**src/rtl/coh_pkg.sv**
```systemverilog
package coh_pkg;

  typedef enum logic [2:0] {
    ST_I  = 3'd0,
    ST_CE = 3'd1,
    ST_OE = 3'd2,
    ST_CS = 3'd3,
    ST_OS = 3'd4
  } coh_state_e;

  typedef enum logic [2:0] {
    BUS_CR  = 3'd0,
    BUS_CRI = 3'd1,
    BUS_CI  = 3'd2,
    BUS_WR  = 3'd3,
    BUS_CWI = 3'd4
  } bus_cmd_e;

  typedef enum logic [1:0] {
    CPU_RD = 2'd0,
    CPU_WR = 2'd1,
    CPU_EV = 2'd2
  } cpu_op_e;

  // strobes from control to the line array
  typedef struct packed {
    logic       snpWr;
    coh_state_e snpNext;
    logic       cpuWr;
    coh_state_e cpuNext;
  } coh_strobe_t;

  function automatic logic isOwned(coh_state_e s);
    return (s == ST_OE) || (s == ST_OS);
  endfunction

  function automatic logic isValidLine(coh_state_e s);
    return s != ST_I;
  endfunction

endpackage

```
**src/rtl/coh_line_array.sv**
```systemverilog
module coh_line_array
  import coh_pkg::*;
#(
  parameter int NUM_LINES = 8,
  parameter int IDX_W     = 3
) (
  input  logic                        clk,
  input  logic                        rstN,
  input  coh_strobe_t                 strobe,
  input  logic [IDX_W-1:0]            cpuIdx,
  input  logic [IDX_W-1:0]            snpIdx,
  output coh_state_e                  cpuCur,
  output coh_state_e                  snpCur,
  output coh_state_e [NUM_LINES-1:0]  lineStates
);

  coh_state_e [NUM_LINES-1:0] linesQ;

  for (genvar g = 0; g < NUM_LINES; g++) begin : g_line
    localparam logic [IDX_W-1:0] MY_IDX = IDX_W'(g);
    logic cpuHere;
    logic snpHere;
    assign cpuHere = strobe.cpuWr && (cpuIdx == MY_IDX);
    assign snpHere = strobe.snpWr && (snpIdx == MY_IDX);

    always_ff @(posedge clk) begin
      if (!rstN) begin
        linesQ[g] <= ST_I;
      end else if (cpuHere) begin
        // processor result already accounts for a same-line snoop
        linesQ[g] <= strobe.cpuNext;
      end else if (snpHere) begin
        linesQ[g] <= strobe.snpNext;
      end
    end
  end

  always_comb begin
    cpuCur = ST_I;
    snpCur = ST_I;
    if (int'(cpuIdx) < NUM_LINES) cpuCur = linesQ[cpuIdx];
    if (int'(snpIdx) < NUM_LINES) snpCur = linesQ[snpIdx];
  end

  assign lineStates = linesQ;

endmodule

```
**src/rtl/coh_ctrl.sv**
```systemverilog
module coh_ctrl
  import coh_pkg::*;
(
  input  logic        cpuValid,
  input  logic [1:0]  cpuOp,
  input  logic        busSharedIn,
  input  logic        snpValid,
  input  logic [2:0]  snpOp,
  input  logic        sameIdx,
  input  coh_state_e  cpuCur,
  input  coh_state_e  snpCur,
  output coh_strobe_t strobe,
  output coh_state_e  cpuView,
  output logic        cpuHit,
  output logic        busCmdValid,
  output bus_cmd_e    busCmd,
  output logic        snpIntervene,
  output logic        snpInvalidate,
  output logic        snpSharedOut
);

  coh_state_e snpNext;
  coh_state_e cpuNext;
  logic       cpuOpLegal;

  // snoop side decision
  always_comb begin
    snpNext       = snpCur;
    snpIntervene  = 1'b0;
    snpInvalidate = 1'b0;
    snpSharedOut  = 1'b0;
    if (snpValid) begin
      case (snpOp)
        BUS_CR: begin
          snpSharedOut = isValidLine(snpCur);
          snpIntervene = isOwned(snpCur);
          if (snpCur == ST_OE) snpNext = ST_OS;
          else if (snpCur == ST_CE) snpNext = ST_CS;
        end
        BUS_CRI: begin
          snpIntervene  = isOwned(snpCur);
          snpInvalidate = isValidLine(snpCur);
          snpNext       = ST_I;
        end
        BUS_CI, BUS_CWI: begin
          snpInvalidate = isValidLine(snpCur);
          snpNext       = ST_I;
        end
        default: ;
      endcase
    end
  end

  // processor sees the line as the snoop leaves it
  assign cpuView = (snpValid && sameIdx) ? snpNext : cpuCur;
  assign cpuHit  = cpuValid && isValidLine(cpuView);

  always_comb begin
    cpuNext     = cpuView;
    busCmdValid = 1'b0;
    busCmd      = BUS_CR;
    cpuOpLegal  = 1'b0;
    if (cpuValid) begin
      case (cpuOp)
        CPU_RD: begin
          cpuOpLegal = 1'b1;
          if (cpuView == ST_I) begin
            busCmdValid = 1'b1;
            busCmd      = BUS_CR;
            cpuNext     = busSharedIn ? ST_CS : ST_CE;
          end
        end
        CPU_WR: begin
          cpuOpLegal = 1'b1;
          cpuNext    = ST_OE;
          case (cpuView)
            ST_I: begin
              busCmdValid = 1'b1;
              busCmd      = BUS_CRI;
            end
            ST_CS, ST_OS: begin
              busCmdValid = 1'b1;
              busCmd      = BUS_CI;
            end
            default: ;
          endcase
        end
        CPU_EV: begin
          cpuOpLegal = 1'b1;
          cpuNext    = ST_I;
          if (isOwned(cpuView)) begin
            busCmdValid = 1'b1;
            busCmd      = BUS_WR;
          end
        end
        default: ;
      endcase
    end
  end

  always_comb begin
    strobe.snpWr   = snpValid && (snpNext != snpCur);
    strobe.snpNext = snpNext;
    strobe.cpuWr   = cpuOpLegal;
    strobe.cpuNext = cpuNext;
  end

endmodule

```
**src/rtl/coh_snoop_tracker.sv**
```systemverilog
module coh_snoop_tracker
  import coh_pkg::*;
#(
  parameter  int NUM_LINES = 8,
  localparam int IDX_W     = (NUM_LINES > 1) ? $clog2(NUM_LINES) : 1
) (
  input  logic             clk,
  input  logic             rstN,
  input  logic             cpuValid,
  input  logic [1:0]       cpuOp,
  input  logic [IDX_W-1:0] cpuIdx,
  input  logic             busSharedIn,
  output logic             cpuHit,
  output logic [2:0]       cpuState,
  output logic             busCmdValid,
  output logic [2:0]       busCmd,
  input  logic             snpValid,
  input  logic [2:0]       snpOp,
  input  logic [IDX_W-1:0] snpIdx,
  output logic             snpIntervene,
  output logic             snpInvalidate,
  output logic             snpSharedOut
);

  coh_strobe_t                strobe;
  coh_state_e                 cpuCur;
  coh_state_e                 snpCur;
  coh_state_e                 cpuView;
  bus_cmd_e                   busCmdE;
  coh_state_e [NUM_LINES-1:0] lineStates;

  coh_line_array #(
    .NUM_LINES (NUM_LINES),
    .IDX_W     (IDX_W)
  ) u_lines (
    .clk        (clk),
    .rstN       (rstN),
    .strobe     (strobe),
    .cpuIdx     (cpuIdx),
    .snpIdx     (snpIdx),
    .cpuCur     (cpuCur),
    .snpCur     (snpCur),
    .lineStates (lineStates)
  );

  coh_ctrl u_ctrl (
    .cpuValid      (cpuValid),
    .cpuOp         (cpuOp),
    .busSharedIn   (busSharedIn),
    .snpValid      (snpValid),
    .snpOp         (snpOp),
    .sameIdx       (cpuIdx == snpIdx),
    .cpuCur        (cpuCur),
    .snpCur        (snpCur),
    .strobe        (strobe),
    .cpuView       (cpuView),
    .cpuHit        (cpuHit),
    .busCmdValid   (busCmdValid),
    .busCmd        (busCmdE),
    .snpIntervene  (snpIntervene),
    .snpInvalidate (snpInvalidate),
    .snpSharedOut  (snpSharedOut)
  );

  assign cpuState = cpuView;
  assign busCmd   = busCmdE;

endmodule

```
**config.mk**
```make
export PLATFORM = sky130hd
export DESIGN_NAME = coh_snoop_tracker
export DESIGN_NICKNAME = d
export VERILOG_FILES = /design/src/rtl/coh_pkg.sv /design/src/rtl/coh_line_array.sv /design/src/rtl/coh_ctrl.sv /design/src/rtl/coh_snoop_tracker.sv
export SDC_FILE = /design/constraint.sdc
export NUM_CORES = 1
export LEC_CHECK = 0
export ABC_AREA = 1
export BUFFER_PORTS_ARGS = -buffer_cell sky130_fd_sc_hd__buf_4
export CAP_MARGIN = 15
export CELL_PAD_IN_SITES_DETAIL_PLACEMENT = 0
export CELL_PAD_IN_SITES_GLOBAL_PLACEMENT = 2
export CORE_MARGIN = 5
export CORE_UTILIZATION = 30
export DETAILED_ROUTE_END_ITERATION = 8
export HOLD_SLACK_MARGIN = 0.12
export PLACE_DENSITY = 0.85
export SYNTH_ARGS = -nofsm -noshare
export SYNTH_HDL_FRONTEND = slang
export SYNTH_SLANG_ARGS = --single-unit
export TNS_END_PERCENT = 50
```
**constraint.sdc**
```tcl
create_clock -name clk -period 3.35 [get_ports clk]
set_clock_uncertainty 0.05 [all_clocks]
set_input_delay 0.67 -clock clk [delete_from_list [all_inputs] [get_ports clk]]
set_output_delay 0.67 -clock clk [all_outputs]
set_load 0.005 [all_outputs]
```
==> flow_summary.toml <==
[worst_hold_path]
holdCritPathClass = "register to register"
min_to = "u_lines.lineStates[17]"
min_delay_path_depth = 2
min-delay-start = "u_lines.lineStates[17]"

[finish]
area_growth_pct = 18.6
largest_register_ffs = 24
drive_above_1_share_pct = 17.1
diodes = 0
fin_nets = 460

[logic_synthesis]
synth_top_family_by_area = "simple AND/OR/NAND/NOR gates"
yosys_register_bits = 24
synth_nets = 429
netlist_instances = 409
synth-adder-area-share_pct = 2.19
synth_seq_area_share_pct = 21.0
syn_area_per_cell_sq_um = 5.59
synth_compound_area_share_pct = 13.7
synthMuxAreaShare_pct = 0
ys_types = 36
yosys.area_share.simple_pct = 50.6
yosys.area_share.xor_xnor_pct = 0.383
ys.warnings.count = 0
mappedNetlistArea_sq_um = 2280

[timing]
post-route-min-period_ns = 3.20
hold_viol_final = 0
relSlewSlack_pct = 65.2
worst_pin_slew_ns = 0.521
max_freq_mhz = 313
setup_viol = 0
min_period_over_period_pct = 95.5
slew_violations = 0
tns_ns = 0

[setup_path]
critPathKind = "input port to primary output"
r2r_slack_ns = 1.00
crit_fanout = 12
worstPathRequired_ns = 2.63
crit_slowest_cell = "clkinvlp_2"
r2r-end = "u_lines.lineStates[0]"
endpoint_kind = "primary output"
cp-start-kind = "input port"
slowest_delay_ns = 0.21
rr_startpoint = "u_lines.lineStates[23]"
critPathArrivalTime_ns = 2.48
crit_top_cell = "nand2_1"
cp_num_buf_inv = 6
crit_chain = "buf_4 -> clkinvlp_2 -> nand2_1 -> nand3b_1 -> nand2b_1 -> inv_1 -> nand2_1 -> nand2_1 -> inv_1 -> o21ai_1 -> nand3_2 -> nand3_1 -> nand2_1 -> inv_1 -> buf_4"
crit_family = "simple AND/OR/NAND/NOR gates"
r2r_cells = 17

[grt]
grt_first_pass_wirelength_mm = 12.1
grt_max_degree = 19
track_usage_pct = 15.4
grt_pass1_vias = 2416
antenna_found_initial = 0
overflow = 0

[detailed_routing]
vias = 2600
viasPerCell = 4.83
ant_nets = 0
firstDrtPassIters = 5
drt_iter0_markers = 183
met3_length_um = 249
wl_met1_mm = 3.78
highest_layer = "met4"
drt-total-wl_mm = 7.65
drc = 0
met2WireLength_mm = 3.57
post_drt_wl_per_cell_um = 14.2

[floorplan]
floorplan.die_area_sq_um = 9460
io_pins = 27
core-area_sq_um = 7330
die_w_um = 97.3
start_util_pct = 31.2
num_rows = 31
die_h_um = 97.3

[placement]
portBuffers = 25
hpwl_mm = 6.01
gp_congestion = 0.888

[run_status]
outcome = "completed"

[power]
cellLeakagePower_nw = 1.35
powerDensity_nw_per_um2 = 320
ir_drop_v = 0.000140
p_total_mw = 0.868

[clocking]
cts_buffer_depth = 2
clock_latency_ns = 0.27
tritoncts = "yes"
clock_sinks = 24
cts_buffers = 3
clk_pin_slew_worst_paths_ns = 0.10
h-tree-depth = 1
cts-root-buf = "clkbuf_8"

[run]
cap_violations = 0
==> power breakdown <==
part	internal, mW	switching [mW]
registers	0.300	0.0170
logic	0.103	0.187
clock network	0.160	0.101
==> tightest hold or removal path, stage by stage, from the launching register on <==
cell and delay, ns:
dfxtp_1 0.35, nand3_1 0.09, a21oi_1 0.06
==> how the worst max path moves through the flow <==
stage / start / endpoint / cells past startpoint
2_1_floorplan: snpIdx[0] / busCmdValid / 19
3_3_place_gp: snpIdx[1] / busCmdValid / 16
3_5_place_dp: snpIdx[1] / busCmdValid / 16
4_1_cts: snpIdx[1] / busCmdValid / 16
5_1_grt: snpIdx[1] / busCmdValid / 16
6_report: snpIdx[1] / busCmdValid / 15
==> cell usage in the layout, fill, tap and decap left out, drive strengths merged, types with 3 or more instances in the layout <==
master,count
nand2,164
inv,52
nand3,42
nor2,38
buf,34
o21ai,28
dfxtp,24
a21oi,21
nor3,10
ha,4
o22ai,3
nand4,3
clkbuf,3
==> layout make-up <==
cell class / count / area [sq um]
fillers: 857 / 4620
multi-input cells: 323 / 1560
flip-flops and latches: 24 / 480
repair buffers: 34 / 263
inverters: 53 / 210
well taps: 99 / 124
clock buffers: 3 / 41.3
clock inverters: 1 / 30.0
repair inverters: 1 / 5.00
==> Yosys cell counts, drive strengths merged <==
cell type / n / area [sq um]
o211ai: 1 / 7.51
nor2: 38 / 150
inv: 52 / 198
nor3: 10 / 60.1
dfxtp: 24 / 480
a31oi: 1 / 6.26
ha: 4 / 50.1
conb: 1 / 3.75
nand3: 42 / 233
nand2: 164 / 681
o22ai: 3 / 18.8
clkinv: 1 / 3.75
o221ai: 1 / 8.76
clkbuf: 2 / 7.51
nand2b: 1 / 6.26
xor2: 1 / 8.76
buf: 7 / 62.6
o31ai: 2 / 15.0
nand4: 3 / 18.8
o21ai: 28 / 144
a21oi: 21 / 105
nand3b: 1 / 7.51
a221oi: 1 / 8.76
==> what timing repair did <==
| action | CTS | global route |
|---|---|---|
| endpoints found under the setup margin | 0 | 3 |
| hold buffers | 0 | 0 |
| gates resized for setup | 0 | 13 |
| buffers inserted | 0 | 8 |
==> logic make-up (layout without fill, tap and decap cells) <==
kind of cell,count (synthesis),count (layout)
buffers and inverters,62,92
and+or+nand+nor,259,259
xor gates and xnor gates,1,1
DFF,24,24
other,1,1
AOI/OAI and AO/OA,58,58
adders and majority gates,4,4
==> stage by stage <==
stage | util (%) | instance area, sq um | instances | hold slack, ns | setup slack, ns
5_1_grt | 37.0 | 2710 | 538 | 0.499 | -0.00905
2_1_floorplan | - | 2280 | 409 | 0.424 | 0.482
3_3_place_gp | 34.6 | 2530 | 525 | 0.477 | -0.0108
6_report | 37.0 | 2710 | 538 | 0.487 | 0.152
4_1_cts | 35.5 | 2610 | 529 | 0.491 | 0.0475
3_5_place_dp | 34.6 | 2530 | 525 | 0.476 | 0.0479
==> per-layer routing <==
layer | GRT usage (%) | up-vias
li1 | - | 1358
met1 | 21.8 | 1185
met2 | 26.1 | 55
met3 | 0.790 | 2
met4 | 3.09 | 0
met5 | 0 | -
No activity file was read; power rests on OpenSTA's default activity.
